<file path="src/rtl/fla_pkg.sv">
package fla_pkg;

  localparam int unsigned LANE_W   = 8;
  localparam int unsigned SAMPLE_W = 2 * LANE_W;

  typedef enum logic [1:0] {
    LK_HUNT = 2'd0,
    LK_WAIT = 2'd1,
    LK_LOCK = 2'd2
  } lock_state_e;

  // Weave odd-bit and even-bit lane words into one sample; pad bits forced to 0.
  function automatic logic [SAMPLE_W-1:0] weave(input logic [LANE_W-1:0] odd_w,
                                                input logic [LANE_W-1:0] even_w);
    logic [SAMPLE_W-1:0] r;
    for (int k = 0; k < LANE_W; k++) begin
      r[2*k+1] = odd_w[k];
      r[2*k]   = even_w[k];
    end
    r[1:0] = 2'b00;
    return r;
  endfunction

endpackage

</file>
<file path="src/rtl/fla_lock_ctrl.sv">
module fla_lock_ctrl #(
  parameter int unsigned     W         = 8,
  parameter logic [W-1:0]    PATTERN   = 8'hF0,
  parameter int unsigned     MATCHES   = 4,
  parameter int unsigned     SETTLE    = 4,
  parameter int unsigned     MAX_SLIPS = 8
) (
  input  logic         clk,
  input  logic         rst_n,
  input  logic         pll_locked,
  input  logic [W-1:0] frame_word,
  output logic         slip_req,
  output logic         aligned,
  output logic         align_fail
);
  import fla_pkg::*;

  localparam int unsigned MW = $clog2(MATCHES + 1);
  localparam int unsigned SW = $clog2(SETTLE + 1);
  localparam int unsigned KW = $clog2(MAX_SLIPS + 1);

  lock_state_e   state;
  logic [MW-1:0] match_cnt;
  logic [SW-1:0] wait_cnt;
  logic [KW-1:0] slip_cnt;

  // Named events for the assertions
  wire frame_hit  = (frame_word == PATTERN);
  wire last_match = (match_cnt == MW'(MATCHES - 1));
  wire slip_fire  = (state == LK_HUNT) && !frame_hit;
  wire lock_lost  = (state == LK_LOCK) && !frame_hit;
  wire slips_out  = (slip_cnt == KW'(MAX_SLIPS - 1));

  always_ff @(posedge clk) begin
    if (!rst_n || !pll_locked) begin
      state      <= LK_HUNT;
      match_cnt  <= '0;
      wait_cnt   <= '0;
      slip_cnt   <= '0;
      slip_req   <= 1'b0;
      aligned    <= 1'b0;
      align_fail <= 1'b0;
    end else begin
      slip_req <= slip_fire;
      case (state)
        LK_HUNT: begin
          if (frame_hit) begin
            if (last_match) begin
              state      <= LK_LOCK;
              aligned    <= 1'b1;
              align_fail <= 1'b0;
              match_cnt  <= '0;
              slip_cnt   <= '0;
            end else begin
              match_cnt <= match_cnt + 1'b1;
            end
          end else begin
            match_cnt <= '0;
            state     <= LK_WAIT;
            wait_cnt  <= SW'(SETTLE - 1);
            if (slips_out) begin
              align_fail <= 1'b1;
              slip_cnt   <= '0;
            end else begin
              slip_cnt <= slip_cnt + 1'b1;
            end
          end
        end
        LK_WAIT: begin
          if (wait_cnt == '0) state <= LK_HUNT;
          else                wait_cnt <= wait_cnt - 1'b1;
        end
        LK_LOCK: begin
          if (lock_lost) begin
            aligned <= 1'b0;
            state   <= LK_HUNT;
          end
        end
        default: state <= LK_HUNT;
      endcase
    end
  end

  // Cycles since the last slip pulse, saturating, for the spacing check
  logic [SW-1:0] gap_cnt;
  logic          gap_seen;
  always_ff @(posedge clk) begin
    if (!rst_n || !pll_locked) begin
      gap_cnt  <= '0;
      gap_seen <= 1'b0;
    end else if (slip_req) begin
      gap_cnt  <= '0;
      gap_seen <= 1'b1;
    end else if (gap_cnt != SW'(SETTLE)) begin
      gap_cnt <= gap_cnt + 1'b1;
    end
  end

  AST_SLIP_SINGLE: assert property (@(posedge clk) disable iff (!rst_n)
    slip_req |=> !slip_req);
  AST_SLIP_SPACING: assert property (@(posedge clk) disable iff (!rst_n)
    (slip_req && gap_seen) |-> (gap_cnt == SW'(SETTLE)));
  AST_NO_SLIP_UNLOCKED: assert property (@(posedge clk) disable iff (!rst_n)
    !pll_locked |=> (!slip_req && !aligned && !align_fail));
  AST_LOCK_ON_MATCH: assert property (@(posedge clk) disable iff (!rst_n)
    $rose(aligned) |-> $past(frame_hit));
  AST_ALIGNED_NO_SLIP: assert property (@(posedge clk) disable iff (!rst_n)
    aligned |-> !slip_req);
  AST_LOSS_DROPS: assert property (@(posedge clk) disable iff (!rst_n || !pll_locked)
    (aligned && !frame_hit) |=> !aligned);
  AST_FAIL_NOT_ALIGNED: assert property (@(posedge clk) disable iff (!rst_n)
    align_fail |-> !aligned);

endmodule

</file>
<file path="src/rtl/fla_sample_pack.sv">
module fla_sample_pack #(
  parameter int unsigned W = 8
) (
  input  logic           clk,
  input  logic           rst_n,
  input  logic [W-1:0]   odd_lane,
  input  logic [W-1:0]   even_lane,
  input  logic           dom_aligned,
  output logic [2*W-1:0] sample,
  output logic           valid
);
  import fla_pkg::*;

  wire [2*W-1:0] woven = weave(odd_lane, even_lane);

  always_ff @(posedge clk) begin
    if (!rst_n) begin
      sample <= '0;
      valid  <= 1'b0;
    end else begin
      sample <= woven;
      valid  <= dom_aligned;
    end
  end

  AST_PAD_ZERO: assert property (@(posedge clk) disable iff (!rst_n)
    sample[1:0] == 2'b00);
  AST_VALID_TRACKS: assert property (@(posedge clk) disable iff (!rst_n)
    $fell(dom_aligned) |=> !valid);

endmodule

</file>
<file path="src/rtl/frame_lane_aligner.sv">
module frame_lane_aligner #(
  parameter int unsigned        NUM_CH     = 8,
  parameter int unsigned        LANE_W     = 8,
  parameter logic [LANE_W-1:0]  PATTERN    = 8'hF0,
  parameter int unsigned        MATCHES    = 4,
  parameter int unsigned        SETTLE     = 4,
  parameter int unsigned        MAX_SLIPS  = 8,
  parameter logic [NUM_CH-1:0]  DOM_B_MASK = 8'b0110_0110
) (
  input  logic                         clk,
  input  logic                         rst_n,
  input  logic                         rx_locked,
  input  logic [LANE_W-1:0]            frame_a_word,
  input  logic [LANE_W-1:0]            frame_b_word,
  input  logic [NUM_CH*LANE_W-1:0]     lane_a_words,
  input  logic [NUM_CH*LANE_W-1:0]     lane_b_words,
  output logic [NUM_CH*2*LANE_W-1:0]   sample_words,
  output logic [NUM_CH-1:0]            sample_valid,
  output logic [1:0]                   slip_req,
  output logic [1:0]                   aligned,
  output logic [1:0]                   align_fail
);
  localparam int unsigned NUM_DOM = 2;
  localparam int unsigned SMP_W   = 2 * LANE_W;

  logic [LANE_W-1:0] frame_words [NUM_DOM];
  assign frame_words[0] = frame_a_word;
  assign frame_words[1] = frame_b_word;

  for (genvar d = 0; d < NUM_DOM; d++) begin : g_dom
    fla_lock_ctrl #(
      .W(LANE_W), .PATTERN(PATTERN), .MATCHES(MATCHES),
      .SETTLE(SETTLE), .MAX_SLIPS(MAX_SLIPS)
    ) i_ctrl (
      .clk        (clk),
      .rst_n      (rst_n),
      .pll_locked (rx_locked),
      .frame_word (frame_words[d]),
      .slip_req   (slip_req[d]),
      .aligned    (aligned[d]),
      .align_fail (align_fail[d])
    );
  end

  for (genvar c = 0; c < NUM_CH; c++) begin : g_ch
    localparam int unsigned DOM = DOM_B_MASK[c] ? 1 : 0;

    fla_sample_pack #(.W(LANE_W)) i_pack (
      .clk         (clk),
      .rst_n       (rst_n),
      .odd_lane    (lane_a_words[c*LANE_W +: LANE_W]),
      .even_lane   (lane_b_words[c*LANE_W +: LANE_W]),
      .dom_aligned (aligned[DOM]),
      .sample      (sample_words[c*SMP_W +: SMP_W]),
      .valid       (sample_valid[c])
    );

    AST_VALID_NO_SLIP: assert property (@(posedge clk) disable iff (!rst_n)
      sample_valid[c] |-> !slip_req[DOM]);
  end

endmodule

</file>
<file path="config.mk">
export PLATFORM = sky130hd
export DESIGN_NAME = frame_lane_aligner
export DESIGN_NICKNAME = d
export VERILOG_FILES = /design/src/rtl/fla_pkg.sv /design/src/rtl/fla_lock_ctrl.sv /design/src/rtl/fla_sample_pack.sv /design/src/rtl/frame_lane_aligner.sv
export SDC_FILE = /design/constraint.sdc
export NUM_CORES = 1
export LEC_CHECK = 0
export BUFFER_PORTS_ARGS = -buffer_cell sky130_fd_sc_hd__buf_2
export CORE_AREA = 2 2 112 114
export DETAILED_ROUTE_END_ITERATION = 6
export DIE_AREA = 0 0 114 116
export GPL_TIMING_DRIVEN = 0
export PLACE_DENSITY = 0.75
export RECOVER_POWER = 100
export SLEW_MARGIN = 20
export SYNTH_ARGS = -nofsm -noshare
export SYNTH_HDL_FRONTEND = slang
export SYNTH_SLANG_ARGS = --single-unit
export TNS_END_PERCENT = 50
</file>
<file path="constraint.sdc">
create_clock -name clk -period 2 [get_ports clk]
set_clock_uncertainty 0.1 [all_clocks]
set_input_delay 0.1 -clock clk [delete_from_list [all_inputs] [get_ports clk]]
set_output_delay 0.1 -clock clk [all_outputs]
set_load 0.005 [all_outputs]
</file>
==> flow_metrics.env <==
export IMPL_setup_tns_ps=0
export IMPL_gr_total_overflow=0
export IMPL_cpMaxStageDelayCell="dlygate4sd3_1"
export IMPL_clk_path_buf_depth=2
export IMPL_critPathTopFamily="compound AO/OA/AOI/OAI gates"
export IMPL_crit_arrival_ps=2020
export IMPL_grt_pass1_wl_mm=24.35
export IMPL_insertion_delay_ps=410
export IMPL_ant_nets=0
export IMPL_cp_cell_sequence="dlygate4sd3_1 > clkbuf_1 > or4_1 > o21ai_0 > nand3_1 > a21oi_1"
export IMPL_yosys_area_top_type="dfxtp_1"
export IMPL_synth_area_leaders="dfxtp_1 61%, and2_1 15%, buf_4 4.7%, a21oi_1 2.1%, ha_1 2.1%"
export IMPL_slew_limit_headroom=0.5857
export IMPL_p_leak_nw=3.513
export IMPL_viasPerCell=4.623
export IMPL_antennaDiodeCount=0
export IMPL_syn_avg_cell_area_um2=10.63
export IMPL_yosysWarnings=0
export IMPL_ios=289
export IMPL_drcViolationCount=0
export IMPL_fillers=908
export IMPL_postCtsSetupRepairBufs=0
export IMPL_pwr_density_cell_mw_per_mm2=895.8
export IMPL_final_common_cell="buf_2"
export IMPL_power_mw=7.099
export IMPL_cts_root_buffer_cell="clkbuf_16"
export IMPL_rsz0062_at_grt="false"
export IMPL_cts_tree="done"
export IMPL_antenna_found_initial=0
export IMPL_dieWidth_um=114
export IMPL_worst_pin_slew_ps=621.5
export IMPL_nets=1005
export IMPL_top_layer_used="met4"
export IMPL_postSynthCellCount=447
export IMPL_ys_seq_area_frac=0.6068
export IMPL_yosysUniqueCellTypes=35
export IMPL_async_reset_ff_frac=0
export IMPL_grt_max_degree=17
export IMPL_wl_per_cell_um=16.41
export IMPL_status="finished, final reports clean"
export IMPL_start_kind="input port"
export IMPL_setup_viol=0
export IMPL_grt_pass1_vias=4920
export IMPL_synth_edff_count=0
export IMPL_cts_sinks=144
export IMPL_path_clk_slew_ps=60
export IMPL_required_ps=2230
export IMPL_drv_slew=0
export IMPL_path_buf_inv=2
export IMPL_peakVddDrop_mv=0.4665
export IMPL_die_h_um=116
export IMPL_core_area_mm2=0.01191
export IMPL_hp_class="input port to flip-flop"
export IMPL_synth_cell_area_mm2=0.004751
export IMPL_die_area_mm2=0.01322
export IMPL_period_share=0.8952
export IMPL_netlist_area_leader_share=0.6068
export IMPL_post_cts_resized=0
export IMPL_grtUsageTotal=0.2427
export IMPL_dr_wl_met2_mm=8.656
export IMPL_finalHoldViolCount=0
export IMPL_worst_setup_path_end_kind="flip-flop"
export IMPL_globalplace_congestion=0.8082
export IMPL_wl_met3_mm=1.091
export IMPL_fmax_ghz=0.5585
export IMPL_drt_met1_wl_mm=5.817
export IMPL_io_buffers=255
export IMPL_maxCapViolCount=0
export IMPL_syn2layout_area_growth_pct=66.82
export IMPL_fin_crit_ps=1790
export IMPL_firstDrtPassIters=5
export IMPL_row_count=40
export IMPL_initial_core_util=0.3988
export IMPL_drt_initial_drc_count=290
export IMPL_ys_flop_type="dfxtp_1"
export IMPL_drive_gt1_frac=0.2735
export IMPL_path_class="input port to flip-flop"
export IMPL_ys_ff_latch=144
export IMPL_dpl_hpwl_mm=9.833
export IMPL_cp_max_fo=5
export IMPL_vias=4669
export IMPL_htree_levels=4
export IMPL_cts_made_buffers=17
export IMPL_layout_common_cells="169 x buf_2, 144 x dfxtp_1, 114 x dlygate4sd3_1"
export IMPL_worst_path_largest_cell_delay_ps=530
export IMPL_wl_mm=16.58
==> area by class of cell <==
cell class                 count  area (µm²)  share of cell area
inverter                       5       18.77            0.002368
clock buffer                  22       474.2             0.05984
tap                          147       183.9             0.02321
multi-input combinational    266        1610              0.2032
clock inverter                10       156.4             0.01973
timing repair buffer         369        2310              0.2914
buffer                        47       289.0             0.03647
sequential                   144        2883              0.3638
==> sequential cells by signal, indices dropped and copies added, names as in the netlist <==
signal / flops
g_dom.i_ctrl.wait_cnt: 6
g_ch.i_pack.sample: 112
g_dom.i_ctrl.state: 4
g_dom.i_ctrl.match_cnt: 6
g_ch.i_pack.valid: 2
g_dom.i_ctrl.align_fail: 2
g_dom.i_ctrl.slip_cnt: 8
g_dom.i_ctrl.slip_req: 2
g_dom.i_ctrl.aligned: 2
==> repair_timing <==
action,in CTS,in global routing
hold buffers,114,0
endpoints found under the hold margin,113,0
endpoints found under the setup margin,0,0
==> per-stage QoR <==
step           area, µm²  hold WS [ps]    util  setup slack, ps  std cells
6_report            7925         39.51  0.6653            209.6       1010
5_1_grt             7925         53.68  0.6653            143.0       1010
4_1_cts             8039         2.373  0.6749            299.5       1010
3_5_place_dp        6267         209.1  0.5262            334.7        864
3_3_place_gp        6267         206.0  0.5262            408.9        864
2_1_floorplan       4807         127.3       -            544.5        462
==> power by group <==
group	internal, mW	switching [mW]
Combinational	0.393	0.301
Clock	2.18	1.17
Sequential	3.01	0.0494
==> path summary, 6_finish.rpt <==
kind / end / cells past startpoint / slack (ps) / from
setup reg to reg: g_dom[0].i_ctrl.wait_cnt[1] / 6 / 320 / g_dom[0].i_ctrl.wait_cnt[0]
setup / recovery: g_dom[0].i_ctrl.slip_cnt[1] / 6 / 210 / frame_a_word[2]
hold reg to reg: g_dom[0].i_ctrl.match_cnt[2] / 2 / 340 / g_dom[0].i_ctrl.match_cnt[2]
hold / removal: g_dom[0].i_ctrl.slip_cnt[3] / 3 / 40 / rx_locked
==> layer usage <==
| metal | vias to the layer above | track usage |
|---|---|---|
| met1 | 2140 | 0.2270 |
| met2 | 228 | 0.4433 |
| met5 | - | 0.003704 |
| li1 | 2222 | - |
| met3 | 79 | 0.07950 |
| met4 | 0 | 0.1772 |
==> cells by family after synthesis <==
| group | synth area share |
|---|---|
| buffers and inverters | 0.06479 |
| and+or+nand+nor | 0.2536 |
| other | 0.0007893 |
| DFF | 0.6068 |
| adders and majority gates | 0.02107 |
| AOI/OAI and AO/OA | 0.05294 |
==> cell usage after synthesis, types with 3 or more instances <==
library cell	count
nor2b_1	7
nor3b_1	3
and2_1	116
a21oi_1	20
o21ai_0	7
nand3_1	11
nand4_1	4
nor3_1	6
or4_1	3
a211oi_1	4
nor2_1	15
nand2_1	17
a31oi_1	3
clkbuf_1	17
nand2b_1	3
buf_4	30
ha_1	8
inv_1	5
a21o_1	3
dfxtp_1	144
==> worst min-delay path: cells and delay by family <==
kind | cells | cell delay (ps)
AND/OR/NAND/NOR | 1 | 210
buffers and inverters | 1 | 110
AO/OA/AOI/OAI | 1 | 70
No activity file was read; power rests on OpenSTA's default activity.
